File: config.mk
export PLATFORM = sky130hd
export DESIGN_NAME = evt_irq_arb
export DESIGN_NICKNAME = d
export VERILOG_FILES = /design/src/rtl/evt_irq_arb.sv
export SDC_FILE = /design/constraint.sdc
export NUM_CORES = 1
export LEC_CHECK = 0
export CORE_MARGIN = 2
export CORE_UTILIZATION = 58
export CTS_CLUSTER_DIAMETER = 100
export DETAILED_ROUTE_END_ITERATION = 10
export DONT_BUFFER_PORTS = 1
export PLACE_DENSITY_LB_ADDON = 0.25
export SYNTH_ARGS = -nofsm -noshare
export SYNTH_HDL_FRONTEND = slang
export SYNTH_SLANG_ARGS = --single-unit
File: constraint.sdc
create_clock -name clk -period 11.1 [get_ports clk]
set_clock_uncertainty 0.15 [all_clocks]
set_input_delay 0.555 -clock clk [delete_from_list [all_inputs] [get_ports clk]]
set_output_delay 0.555 -clock clk [all_outputs]
set_load 0.02 [all_outputs]
File: src/rtl/evt_irq_arb.sv
module evt_irq_arb #(
  parameter int N_SRC = 9,
  parameter int FW    = 3,
  localparam int IW   = $clog2(N_SRC),
  localparam int PW   = FW + 1
) (
  input  logic              clk,
  input  logic              rst_n,
  input  logic [N_SRC-1:0]  req_i,
  input  logic [N_SRC-1:0]  edge_mode_i,
  input  logic              glb_en_i,
  input  logic [N_SRC-1:0]  src_en_i,
  input  logic [N_SRC*FW-1:0] prio_i,
  input  logic [PW-1:0]     core_prio_i,
  input  logic              ack_i,
  output logic              irq_o,
  output logic [IW-1:0]     win_idx_o,
  output logic [PW-1:0]     win_prio_o
);

  logic [N_SRC-1:0] req_q, pend_q, active, elig;
  logic [PW-1:0]    eff [N_SRC];
  logic             best_v;
  logic [IW-1:0]    best_i;
  logic [PW-1:0]    best_p;

  for (genvar g = 0; g < N_SRC; g++) begin : g_src
    wire [FW-1:0] fld = prio_i[g*FW +: FW];
    assign eff[g]    = (fld == '0) ? '0 : {1'b1, fld};
    assign active[g] = edge_mode_i[g] ? pend_q[g] : req_i[g];
    assign elig[g]   = glb_en_i & src_en_i[g] & active[g] & (fld != '0);
  end

  always_comb begin
    best_v = 1'b0;
    best_i = '0;
    best_p = '0;
    for (int i = 0; i < N_SRC; i++)
      if (elig[i] && (!best_v || eff[i] > best_p)) begin
        best_v = 1'b1;
        best_i = IW'(i);
        best_p = eff[i];
      end
  end

  always_ff @(posedge clk or negedge rst_n) begin
    if (!rst_n) begin
      req_q  <= '0;
      pend_q <= '0;
    end else begin
      req_q <= req_i;
      for (int i = 0; i < N_SRC; i++) begin
        if (!edge_mode_i[i])
          pend_q[i] <= 1'b0;
        else if (req_i[i] && !req_q[i])
          pend_q[i] <= 1'b1;
        else if (ack_i && irq_o && win_idx_o == IW'(i))
          pend_q[i] <= 1'b0;
      end
    end
  end

  always_ff @(posedge clk or negedge rst_n) begin
    if (!rst_n) begin
      irq_o      <= 1'b0;
      win_idx_o  <= '0;
      win_prio_o <= '0;
    end else begin
      irq_o      <= best_v && (best_p > core_prio_i);
      win_idx_o  <= best_i;
      win_prio_o <= best_p;
    end
  end

endmodule

# Word level (Yosys, flattened, before mapping)

Index checks and enable logic that the tools add are counted.

Order comparisons: 9
Equal/unequal tests: 17
Multiplexer cells: 71
Bitwise operators: 27
Reduce and logical (&&, ||, !) cells: 72

Operators by type and width:

| cell                                                                     | count |
|---|---|
| 4-bit 2-to-1 mux                                                         | 25 |
| 1-bit 2-to-1 mux                                                         | 46 |
| 4-bit > comparator                                                       | 9 |
| 1-bit logical AND                                                        | 28 |
| 1-bit bitwise AND                                                        | 27 |
| 3-bit logical NOT                                                        | 9 |
| 3-bit by 1-bit inequality test with 1-bit output (second input constant) | 9 |
| 3-bit nonzero test                                                       | 9 |
| 1-bit logical NOT                                                        | 17 |
| 4-bit by 3-bit == test with 1-bit output (second input constant)         | 4 |
| 4-bit by 2-bit == test with 1-bit output (second input constant)         | 2 |
| 1-bit logical OR                                                         | 8 |
| 4-bit by 1-bit == test with 1-bit output (second input constant)         | 1 |
| 4-bit == test (second input constant)                                    | 1 |
| 4-bit logical NOT                                                        | 1 |

Bits in registers: 27
Input port bits: 62
Output and inout port bits: 9
Word-level logic and storage cells: 209

# Depth between registers and ports, before layout

Depth in word-level cells: 38
Depth in mapped cells: 70
Depth with buffers taken out: 70

# Least setup slack after synthesis

OpenSTA, ideal clock, no wires.

Kind: input-to-reg
Start: input port prio_i[1]
End: register irq_o
Library setup time: 135 ps
Arrival time: 11577 ps
Required time: 10815 ps
Slack: -763 ps
Stages on the path: 63
Path buffers: 0
Cells stage by stage: or3_1 -> and3_4 -> inv_4 -> ha_1 -> a21oi_1 -> o21ai_0 -> a31oi_4 -> mux2i_1 -> ha_1 -> nor2b_1 -> o21ai_0 -> a21oi_1 -> o21bai_1 -> mux2_2 -> ha_1 -> and4_1 -> a21oi_1 -> o21bai_2 -> [27 not listed] -> mux2_4 -> a32o_1 -> ha_1 -> nor2b_1 -> o21ai_0 -> nand2b_1 -> a21oi_1 -> a41oi_1 -> nor2_1 -> nor2_4 -> mux2i_1 -> ha_1 -> nor2b_1 -> o21ai_0 -> nand2b_1 -> a21oi_1 -> a41o_1 -> a21oi_1

Longest elaborated chain between the ends: 37
Elaborated cells on any way between the ends: 56
Classes of those cells: order compare: 9; mux: 19; bitwise: 1; reduce/logical: 27

RTL lines:

| element                                                        | RTL line | source |
|---|---|---|
| start, declared                                                | 13       | `input logic [N_SRC*FW-1:0] prio_i,` |
| 3-bit logical NOT / 3-bit nonzero test (equally long branches) | 29, 31   |  |
| 4-bit 2-to-1 mux / 1-bit bitwise AND (equally long branches)   | 29, 31   |  |
| 4-bit 2-to-1 mux / 1-bit 2-to-1 mux (equally long branches)    | 39       | `if (elig[i] && (!best_v \|\| eff[i] > best_p)) begin` |
| 4-bit > comparator / 1-bit logical NOT (equally long branches) | 39       |  |
| 1-bit logical OR                                               | 39       |  |
| 1-bit logical AND                                              | 39       |  |
| 4-bit 2-to-1 mux / 1-bit 2-to-1 mux (equally long branches)    | 39       |  |
| 4-bit > comparator / 1-bit logical NOT (equally long branches) | 39       |  |
| [22 not listed]                                                | -        |  |
| 4-bit 2-to-1 mux / 1-bit 2-to-1 mux (equally long branches)    | 39       |  |
| 4-bit > comparator / 1-bit logical NOT (equally long branches) | 39       |  |
| 1-bit logical OR                                               | 39       |  |
| 1-bit logical AND                                              | 39       |  |
| 4-bit 2-to-1 mux *                                             | 39       |  |
| net best_p[1]                                                  | 25       | `logic [PW-1:0] best_p;` |
| 4-bit > comparator *                                           | 69       | `irq_o <= best_v && (best_p > core_prio_i);` |
| 1-bit logical AND *                                            | 69       |  |
| end signal, assigned                                           | 69       |  |
| end, declared                                                  | 16       | `output logic irq_o,` |

The timed path passes the listed nets; every way through them passes the cells marked *.
A chain may end at the register's enable or synchronous reset.

# Worst setup path in the final report

Ends and elaborated chain as after synthesis.

==> results by group <==
Floorplanning
  – Die Y: 72.6 um
  – Core ar.: 0.00444 sq mm
  – Die ar.: 0.00527 sq mm
  – Top Ports: 71
  – Rows: 24
  – Starting Density: 61.5%
  – Die Wd: 72.6 um

Outcome
  – Failing checks: negative setup slack
  – Status: complete, but fails checks

Pwr
  – Pwr dens: 99.6 mW/mm^2
  – Final total power: 0.000373 W
  – LEAKAGE: 1.73 nW
  – VDD IR max: 0.0000952 V

Synthesis
  – FF+latch count, synth: 27
  – Yosys warning count: 0
  – Syn_area_per_cell: 8.78 sq um
  – Top cell type's share of synthesized area: 24.7%
  – Ranking of synthesized cells by area: dfrtp_1, ha_1, mux2_2
  – Asr flop ratio synth: 100%
  – Yosys cell types: 55
  – Top-count cell post-synth: ha_1
  – Post-Syn Instances: 311
  – Syn Nets: 409
  – Ys flop type: dfrtp_1
  – Post-synth EDFFs: 0
  – Area leader, netlist: dfrtp_1
  – Synth top cells by count: ha_1, dfrtp_1, inv_1, nand2_1, a21oi_1
  – Register area share after synthesis: 24.7%
  – Syn Std Cell Area: 0.00273 sq mm

Detailed routing
  – DRC: 0
  – First DRT Iteration DRCs: 237
  – Total number of vias: 2685
  – Vias per cell: 6.35
  – Post-route ant nets: 0
  – Pre-antenna DRT Iters: 4
  – Routed len/inst: 19.6 um
  – Drt total wl: 8.28 mm

Clock network
  – Htree depth: 1
  – Clk_lat worst skew: 270 ps
  – Clock-pin slew of the registers on the worst-case setup and hold paths: 90 ps
  – Total CTS buffers: 3
  – Clock Path Buffers: 2
  – Root buf cell: clkbuf_8
  – TritonCTS clock tree: built
  – Clock sink count: 27

Global route
  – Vias in the first global route: 2765
  – Remaining Overflow, GRT: 0
  – First-pass GRT wire length: 12.3 mm
  – Total track usage: 29.4%
  – Initial antenna violation count: 0
  – Largest net degree at the start of global routing: 28

Final layout
  – # diodes: 0
  – Share of cells above drive strength 1: 43.9%
  – Area grow syn2layout: 37.3%
  – Final Util: 84.4%
  – # nets final: 470
  – Fin cells: 423

STA
  – Final worst path period share: 106%
  – Slew Viols, Final: 0
  – Endpoints failing setup: 1
  – Fin worst setup slack: -669 ps
  – Tmin final: 11770 ps
  – Max Freq: 85.0 MHz
  – Max-slew headroom: 62.4%
  – Worst-margin pin slew: 559 ps
  – RSZ-0062 raised after global routing: yes
  – Final hold violation count: 0

Critical path
  – Setup CP Type: input port to flip-flop
  – Critical Path AT: 11770 ps
  – Setup crit start kind: input port
  – Crit-path most repeated cell: a21oi_2
  – Crit path capture type: flip-flop
  – Worst Path Required: 11100 ps
  – Slowest CP cell: or3_1
  – Crit path max fanout: 7
  – Largest stage delay, worst path: 360 ps

Placement
  – Worst slack, placed: -938 ps
  – Dpl cells: 390
  – Port bufs: 0
  – DP Wirelength: 5.73 mm
  – GP Congestion: 0.882

Min path
  – Worst hold path type: input port to flip-flop

Flow run
  – Max_cap viols: 0
==> layer usage <==
layer	track usage (%)	share of wire, %	vias up
met5	0	0	-
met1	33.6	39	1303
met4	7.82	2.8	0
li1	-	-	1250
met3	5.39	5.9	27
met2	55.6	53	105
==> sequential cells by signal, summed over array words and instances, names as in the netlist <==
register,count
req_q,9
win_prio_o,4
win_idx_o,4
irq_o,1
pend_q,9
==> repair_timing <==
| action | in CTS | in global routing |
|---|---|---|
| hold buffers | 2 | 0 |
| buffers inserted | 25 | 6 |
| gates cloned | 0 | 0 |
| gates resized for setup | 22 | 43 |
| pin swaps | 45 | 42 |
| endpoints found under the setup margin | 2 | 8 |
| hold endpoints to repair | 27 | 0 |
==> final timing paths <==
path                                start  slack [ps]  cells past startpoint        end
worst max-delay path            prio_i[1]        -670                     64      irq_o
max in group asynchronous           rst_n       10110                      2   req_q[8]
min in group asynchronous           rst_n         540                      2  pend_q[7]
worst min-delay path             req_i[2]         150                      0   req_q[2]
worst min register to register   req_q[6]         360                      2  pend_q[6]
worst max register to register  pend_q[0]        -660                     64      irq_o
==> cells in the final DEF (no fill, tap or decap), drive strengths merged, types with 6 or more instances in the layout <==
| cell | netlist | routed |
|---|---|---|
| dfrtp | 27 | 27 |
| nor2 | 12 | 12 |
| mux2i | 9 | 9 |
| nand4 | 11 | 11 |
| a21oi | 21 | 21 |
| inv | 27 | 27 |
| a21boi | 12 | 12 |
| mux2 | 13 | 13 |
| or3 | 8 | 8 |
| buf | 1 | 72 |
| nand2 | 23 | 23 |
| nand2b | 15 | 15 |
| and4 | 6 | 6 |
| nor2b | 6 | 6 |
| ha | 36 | 36 |
| o21ai | 20 | 20 |
==> where the power goes <==
part	leakage (nW)	total, W	switching [W]	internal, W
logic	1.37	0.000194	0.0000917	0.000102
registers	0.337	0.000125	0.0000162	0.000108
clock network	0.0228	0.0000551	0.0000293	0.0000258
total	1.73	0.000373	0.000137	0.000236
==> area by class of cell <==
cell class | count | area, sq um
inverter | 27 | 104
tap | 52 | 65.1
clock buffer | 4 | 45.0
fill | 243 | 694
multi-input combinational | 240 | 2290
timing repair buffer | 73 | 571
sequential | 27 | 676
==> through the flow <==
step | hold WS (ps) | instance area, sq um | TNS (ps)
floorplan | 109 | 2820 | -132
global placement | 110 | 3150 | -573
detailed placement | 110 | 3150 | -1360
global route | 133 | 3750 | -2820
CTS | 145 | 3510 | -341
finish | 148 | 3750 | -669
==> worst max-delay path, delay by kind of cell <==
kind | cells | cell delay, ps
AO/OA/AOI/OAI | 31 | 4530
adder cells (fa/ha/maj) | 9 | 2420
buffers and inverters | 2 | 210
multiplexers | 4 | 1080
AND/OR/NAND/NOR | 18 | 2920
==> kinds of logic after synthesis <==
family	Yosys count	share of synthesized area, %
and+or+nand+nor	97	21.5
AOI/OAI and AO/OA	85	22.1
buffers and inverters	44	6.28
adders and majority gates	36	16.5
DFF	27	24.7
muxes	22	8.93
Power figures use the tool's default switching activity.
